## src/rtl/spi_regport_pkg.sv

```systemverilog
package spi_regport_pkg;

    localparam int unsigned ADDR_W = 5;
    localparam int unsigned DATA_W = 8;
    localparam int unsigned LEN_W  = 2;
    localparam int unsigned NUM_REGS = 1 << ADDR_W;

    typedef enum logic [1:0] {
        PH_CMD  = 2'd0,
        PH_DATA = 2'd1,
        PH_DONE = 2'd2
    } phase_e;

    // Command byte: direction, count minus one, first address (MSB to LSB)
    typedef struct packed {
        logic              is_read;
        logic [LEN_W-1:0]  cnt_m1;
        logic [ADDR_W-1:0] start;
    } cmd_t;

    function automatic cmd_t unpack_cmd(input logic [DATA_W-1:0] b);
        return cmd_t'(b);
    endfunction

endpackage

```

## src/rtl/spi_bit_shifter.sv

```systemverilog
module spi_bit_shifter
    import spi_regport_pkg::*;
#(
    parameter int unsigned W = DATA_W
) (
    input  logic         clk,
    input  logic         rst,
    input  logic         cs_n,
    input  logic         sclk,
    input  logic         din,
    output logic         fall,
    output logic         byte_done,
    output logic [W-1:0] byte_val
);
    localparam int unsigned CNT_W = $clog2(W);

    logic             sclk_q;
    logic [CNT_W-1:0] bit_cnt;
    logic [W-2:0]     shreg;
    logic             rise;

    assign rise      = ~cs_n & sclk & ~sclk_q;
    assign fall      = ~cs_n & ~sclk & sclk_q;
    assign byte_val  = {shreg, din};
    assign byte_done = rise & (bit_cnt == CNT_W'(W - 1));

    always_ff @(posedge clk) begin
        if (rst) begin
            sclk_q  <= 1'b0;
            bit_cnt <= '0;
            shreg   <= '0;
        end else begin
            sclk_q <= sclk;
            if (cs_n) begin
                bit_cnt <= '0;
            end else if (rise) begin
                shreg   <= byte_val[W-2:0];
                bit_cnt <= bit_cnt + 1'b1;
            end
        end
    end

    // a withdrawn select leaves no partial bit count behind
    p_partial_dropped_r9: assert property (@(posedge clk) disable iff (rst)
        cs_n |=> (bit_cnt == '0))
        else $error("partial byte count kept after select release");

endmodule

```

## src/rtl/spi_cmd_seq.sv

```systemverilog
module spi_cmd_seq
    import spi_regport_pkg::*;
#(
    parameter int unsigned AW = ADDR_W,
    parameter int unsigned DW = DATA_W,
    parameter int unsigned LW = LEN_W
) (
    input  logic          clk,
    input  logic          rst,
    input  logic          cs_n,
    input  logic          fall,
    input  logic          byte_done,
    input  logic [DW-1:0] byte_val,
    input  logic [DW-1:0] rdata,
    output logic [AW-1:0] raddr,
    output logic          we,
    output logic [AW-1:0] waddr,
    output logic [DW-1:0] wdata,
    output logic          dout,
    output logic          rd_oe
);
    phase_e        phase;
    logic          rd_q;
    logic [AW-1:0] addr_q;
    logic [LW-1:0] remain;
    logic [DW-1:0] tx_sh;
    logic          dout_q;
    logic          oe_q;
    cmd_t          cmd;

    assign cmd   = unpack_cmd(byte_val);
    assign raddr = (phase == PH_CMD) ? cmd.start : addr_q - 1'b1;
    assign we    = byte_done & (phase == PH_DATA) & ~rd_q;
    assign waddr = addr_q;
    assign wdata = byte_val;
    assign dout  = dout_q;
    assign rd_oe = oe_q;

    always_ff @(posedge clk) begin
        if (rst) begin
            phase  <= PH_CMD;
            rd_q   <= 1'b0;
            addr_q <= '0;
            remain <= '0;
            tx_sh  <= '0;
            dout_q <= 1'b0;
            oe_q   <= 1'b0;
        end else if (cs_n) begin
            phase <= PH_CMD;
            oe_q  <= 1'b0;
        end else begin
            oe_q <= (phase == PH_DATA) & rd_q;
            if (byte_done) begin
                unique case (phase)
                    PH_CMD: begin
                        rd_q   <= cmd.is_read;
                        addr_q <= cmd.start;
                        remain <= cmd.cnt_m1;
                        tx_sh  <= rdata;
                        phase  <= PH_DATA;
                    end
                    PH_DATA: begin
                        addr_q <= addr_q - 1'b1;
                        tx_sh  <= rdata;
                        if (remain == '0) phase <= PH_DONE;
                        else              remain <= remain - 1'b1;
                    end
                    default: ;
                endcase
            end else if (fall) begin
                dout_q <= tx_sh[DW-1];
                tx_sh  <= {tx_sh[DW-2:0], 1'b0};
            end
        end
    end

    // each completed data byte moves the address down by one, wrapping
    p_addr_step_r5: assert property (@(posedge clk) disable iff (rst)
        (byte_done && phase == PH_DATA && !cs_n) |=> (addr_q == $past(addr_q) - 1'b1))
        else $error("address did not step down");

    // once the declared count is used up, no write is issued
    p_no_write_after_count_r4: assert property (@(posedge clk) disable iff (rst)
        (phase == PH_DONE) |-> !we)
        else $error("write after burst end");

    // output enable drops one cycle after select release
    p_oe_release_r7: assert property (@(posedge clk) disable iff (rst)
        cs_n |=> !oe_q)
        else $error("output still enabled after select release");

    // output enable only follows a read command
    p_oe_read_only_r7: assert property (@(posedge clk) disable iff (rst)
        oe_q |-> rd_q)
        else $error("output enabled in a write");

endmodule

```

## src/rtl/spi_reg_bank.sv

```systemverilog
module spi_reg_bank
    import spi_regport_pkg::*;
#(
    parameter int unsigned AW = ADDR_W,
    parameter int unsigned DW = DATA_W,
    localparam int unsigned N = 1 << AW
) (
    input  logic          clk,
    input  logic          rst,
    input  logic          we,
    input  logic [AW-1:0] waddr,
    input  logic [DW-1:0] wdata,
    input  logic [AW-1:0] raddr,
    output logic [DW-1:0] rdata
);
    logic [DW-1:0] cells [N];

    for (genvar g = 0; g < N; g++) begin : g_cell
        logic [DW-1:0] q;
        always_ff @(posedge clk) begin
            if (rst)                                 q <= '0;
            else if (we && waddr == AW'(g))          q <= wdata;
        end
        assign cells[g] = q;
    end

    assign rdata = cells[raddr];

    // a write strobe lands its byte in the addressed cell
    p_write_lands_r3: assert property (@(posedge clk) disable iff (rst)
        we |=> (cells[$past(waddr)] == $past(wdata)))
        else $error("written byte not stored");

    // reset clears the cells at both ends of the bank
    p_reset_clears_r1: assert property (@(posedge clk)
        rst |=> (cells[0] == '0 && cells[N-1] == '0))
        else $error("reset left a register set");

endmodule

```

## src/rtl/spi_regport.sv

```systemverilog
module spi_regport
    import spi_regport_pkg::*;
#(
    parameter int unsigned AW = ADDR_W,
    parameter int unsigned DW = DATA_W
) (
    input  logic clk,
    input  logic rst,
    input  logic mode_3wire,
    input  logic cs_n,
    input  logic sclk,
    input  logic sdio_in,
    output logic sdio_out,
    output logic sdio_oe,
    output logic sdo_out,
    output logic sdo_oe
);
    logic          fall, byte_done, we, dout, rd_oe;
    logic [DW-1:0] byte_val, rdata, wdata;
    logic [AW-1:0] raddr, waddr;

    spi_bit_shifter #(.W(DW)) u_shift (
        .clk(clk), .rst(rst), .cs_n(cs_n), .sclk(sclk), .din(sdio_in),
        .fall(fall), .byte_done(byte_done), .byte_val(byte_val)
    );

    spi_cmd_seq #(.AW(AW), .DW(DW), .LW(LEN_W)) u_seq (
        .clk(clk), .rst(rst), .cs_n(cs_n), .fall(fall),
        .byte_done(byte_done), .byte_val(byte_val), .rdata(rdata),
        .raddr(raddr), .we(we), .waddr(waddr), .wdata(wdata),
        .dout(dout), .rd_oe(rd_oe)
    );

    spi_reg_bank #(.AW(AW), .DW(DW)) u_bank (
        .clk(clk), .rst(rst), .we(we), .waddr(waddr), .wdata(wdata),
        .raddr(raddr), .rdata(rdata)
    );

    assign sdio_out = dout;
    assign sdo_out  = dout;
    assign sdio_oe  = rd_oe & mode_3wire;
    assign sdo_oe   = rd_oe & ~mode_3wire;

    // a pin is only driven when the previous cycle had the select low
    p_drive_needs_select_r8: assert property (@(posedge clk) disable iff (rst)
        (sdio_oe || sdo_oe) |-> $past(!cs_n))
        else $error("pin driven without select");

endmodule

```

## config.mk

```make
export PLATFORM = sky130hd
export DESIGN_NAME = spi_regport
export DESIGN_NICKNAME = d
export VERILOG_FILES = /design/src/rtl/spi_regport_pkg.sv /design/src/rtl/spi_bit_shifter.sv /design/src/rtl/spi_cmd_seq.sv /design/src/rtl/spi_reg_bank.sv /design/src/rtl/spi_regport.sv
export SDC_FILE = /design/constraint.sdc
export NUM_CORES = 1
export LEC_CHECK = 0
export BUFFER_PORTS_ARGS = -buffer_cell sky130_fd_sc_hd__buf_4
export CORE_MARGIN = 1
export CORE_UTILIZATION = 60
export DETAILED_ROUTE_END_ITERATION = 10
export PLACE_DENSITY = 0.76
export SLEW_MARGIN = 20
export SYNTH_ARGS = -nofsm -noshare
export SYNTH_HDL_FRONTEND = slang
export SYNTH_SLANG_ARGS = --single-unit
```

## constraint.sdc

```tcl
create_clock -name clk -period 5.2 [get_ports clk]
set_input_delay 1.56 -clock clk [delete_from_list [all_inputs] [get_ports clk]]
set_output_delay 1.56 -clock clk [all_outputs]
set_load 0.01 [all_outputs]
```

==> impl_metrics.py <==
metrics = {
    "run_status": {
        "status": "complete, no violations",
    },
    "power": {
        "p_sw_frac": 0.2182,
        "vdd_drop_max_uv": 228.3,
        "power.total_mw": 4.499,
        "internal-power_mw": 3.517,
        "power_frac_clock": 0.481,
        "powerDensity_nw_per_um2": 312.7,
        "p_comb_frac": 0.030,
        "p_leak_nw": 5.136,
        "switchingPower_uw": 981.6,
        "seqPwrFrac": 0.489,
    },
    "critical_path": {
        "crit_fanout": 19,
        "critPathArrivalTime_ns": 4.32,
        "required_ns": 5.60,
        "cp_cell_sequence": "buf_4 > nand4bb_1 > nor3_1 > nand2_1 > nor2_2 > nand2_1 > nand2_1 > a21oi_1",
        "worst-path-buf-inv": 1,
        "start_kind": "input pin",
        "critical_path.endpoint_type": "flop",
        "worst_path_most_repeated_cell": "nand2_1",
        "max_stage_delay_ns": 0.67,
        "cpMaxStageDelayCell": "nor2_2",
        "critical_path_class": "input pin to flop",
        "cp_top_family": "simple AND/OR/NAND/NOR gates",
    },
    "route": {
        "ant_nets": 0,
        "drt-pass1-iter-count": 6,
        "avgRoutedWirePerCell_um": 19.59,
        "wirelength_um": 36330,
        "drt_iter0_markers": 1404,
        "num_vias": 11690,
        "routed_via_density": 6.307,
        "drc": 0,
    },
    "placement": {
        "dp_hpwl_um": 21430,
        "place_congestion": 0.8767,
        "port-buffer-count": 9,
    },
    "logic_synthesis": {
        "avgSynthCellArea_um2": 8.215,
        "synth_area_um2": 13370,
        "ys_types": 52,
        "ys_ff_latch": 287,
        "async_flop_share": 0,
        "yosysSeqAreaShare": 0.4296,
        "syn_inst": 1628,
        "synth_nets": 1641,
        "yosys_warnings": 0,
        "synth-edff-count": 0,
        "synth_ff_type": "dfxtp_1",
    },
    "global_routing": {
        "grt_max_degree": 103,
        "grt_pass1_vias": 10580,
        "grt_usage": 0.3178,
        "antenna_found_initial": 0,
        "grt-ovfl-total": 0,
        "grt_pass1_wl_um": 57240,
    },
    "finish": {
        "fin_nets": 1565,
        "n_fill_cell": 1827,
        "diodes": 0,
        "multiInputGateArea_um2": 6925,
        "drive_gt1_frac": 0.06925,
        "seqCellArea_um2": 5746,
        "syn_to_final_growth_pct": 7.578,
    },
    "sta": {
        "hold_viol": 0,
        "finClkSkew_ns": 0.01432,
        "finalCritPeriodShare": 0.7535,
        "rsz0062_at_grt": "false",
        "finalCriticalPeriod_ns": 3.918,
        "setup_tns_ns": 0,
        "setup_viol": 0,
        "slew_violations": 0,
        "fmax_mhz": 255.2,
        "timing.slew.headroom": 0.2949,
        "hold_ws_ns": 0.4529,
        "tightest_slew_ns": 1.058,
    },
    "clock_tree": {
        "cts_buffer_depth": 3,
        "worstSkewPairLatency_ns": 0.56,
        "cts_resized": 0,
        "htree_levels": 1,
        "clkTransAtPathRegs_ns": 0.06,
        "cts_hold_buffers": 0,
        "cts_setup_buffers": 0,
        "cts-root-buf": "clkbuf_16",
        "cts_tree": "done",
        "cts_inserted_buffers": 30,
        "numClockSinks": 287,
    },
    "floorplan": {
        "dieHeight_um": 151.3,
        "ios": 10,
        "rows": 54,
        "core_um2": 21820,
        "initial_core_util": 0.6128,
        "die_width_um": 151.3,
        "die_area_um2": 22890,
    },
    "min_path": {
        "hold_class": "flop to flop",
    },
    "run": {
        "maxCapViolations": 0,
    },
}
registers in the layout, indices dropped and copies added, names as in the netlist:
name / count
u_seq.tx_sh: 8
u_shift.sclk_q: 1
u_shift.bit_cnt: 3
u_seq.dout: 1
u_bank.g_cell.q: 256
u_seq.rd_oe: 1
u_shift.shreg: 7
u_seq.rd_q: 1
u_seq.remain: 2
u_seq.phase: 2
u_seq.waddr: 5
cell families (layout without fill, tap and decap cells):
kind of cell    Yosys count  after routing  synth area share
compound gates          408            408            0.1726
fa+ha+maj                 7              7          0.006548
xor+xnor                  3              3          0.001965
flops                   287            287            0.4296
mux                     199            199            0.1493
simple gates            568            568            0.1859
buf+inv                 156            102           0.05407
through the flow:
step | cells | util | setup WS (ns) | instance area [um2]
after floorplan | 1628 | - | 1.902 | 13370
after global placement | 1800 | 0.6135 | 0.8694 | 13390
after detailed placement | 1800 | 0.6135 | 0.7676 | 13390
after CTS | 1854 | 0.6590 | 1.321 | 14380
after global routing | 1854 | 0.6593 | 1.062 | 14390
final | 1854 | 0.6593 | 1.282 | 14390
worst paths after layout:
path	from	end	slack [ns]	cells past startpoint
worst min-delay path	u_bank.g_cell[20].q[1]	u_bank.g_cell[20].q[1]	0.45	2
worst min register to register	u_bank.g_cell[20].q[1]	u_bank.g_cell[20].q[1]	0.45	2
worst max-delay path	cs_n	u_bank.g_cell[21].q[1]	1.28	8
worst max register to register	u_shift.bit_cnt[0]	u_bank.g_cell[21].q[1]	1.76	9
worst reg2reg max path, stage by stage (launching register included):
cell and delay (ns):
dfxtp_1 0.35, ha_1 0.16, ha_1 0.20, nand4bb_1 0.56, nor3_1 0.45, nand2_1 0.25
nor2_2 0.67, nand2_1 0.40, nand2_1 0.17, a21oi_1 0.07
synthesized netlist by cell type, drive strengths merged, types with 10 or more instances:
master	instances	area [um2]
a211oi	32	240.2
a21oi	225	1137
buf	45	306.5
clkbuf	106	397.9
dfxtp	287	5746
mux2i	195	1952
nand2	270	1013
nand3	120	600.6
nor2	108	415.4
nor2b	30	187.7
nor3	10	50.05
o21ai	106	530.5
area by class of cell:
| cell class | instances | share of cell area |
|---|---|---|
| inverter | 5 | 0.001304 |
| clock inverter | 9 | 0.006609 |
| clock buffer | 45 | 0.06244 |
| tap | 280 | 0.02435 |
| timing repair buffer | 43 | 0.02461 |
| multi-input combinational | 1185 | 0.4813 |
| sequential | 287 | 0.3993 |
metal layers:
layer / global-route usage / vias to the layer above / part of all wire
met5: 0 / - / 0
li1: - / 5517 / -
met3: 0.05964 / 80 / 0.083
met4: 0.1220 / 0 / 0.030
met1: 0.4305 / 5606 / 0.43
met2: 0.4991 / 491 / 0.46
power by group through the flow:
stage	Combinational, mW	Clock, mW	Sequential, mW
2_1_floorplan	0.106	0	2.25
6_report	0.135	2.16	2.20
3_5_place_dp	0.131	0	2.25
5_1_grt	0.142	2.28	2.20
3_3_place_gp	0.131	0	2.25
4_1_cts	0.132	2.18	2.20
layout by cell type, fill, tap and decap left out, types with 3 or more instances in the layout:
cell,n
nand4_1,3
inv_1,5
clkbuf_8,8
nor3_1,10
a32o_1,7
nand3b_1,3
nor3b_1,3
o31ai_1,3
mux2_2,4
buf_4,40
nand2_1,270
a211oi_1,32
clkinv_2,7
or2_2,3
a311oi_1,6
o32ai_1,7
nand2b_1,5
a21oi_1,224
ha_1,7
and3_1,6
o21ai_0,104
nor2_2,4
clkbuf_1,7
nor2b_1,30
mux2i_1,195
dfxtp_1,287
nand3_1,120
clkbuf_16,31
nor2_1,104
a221oi_1,7
Note: power is estimated with default switching activity, not from simulation.
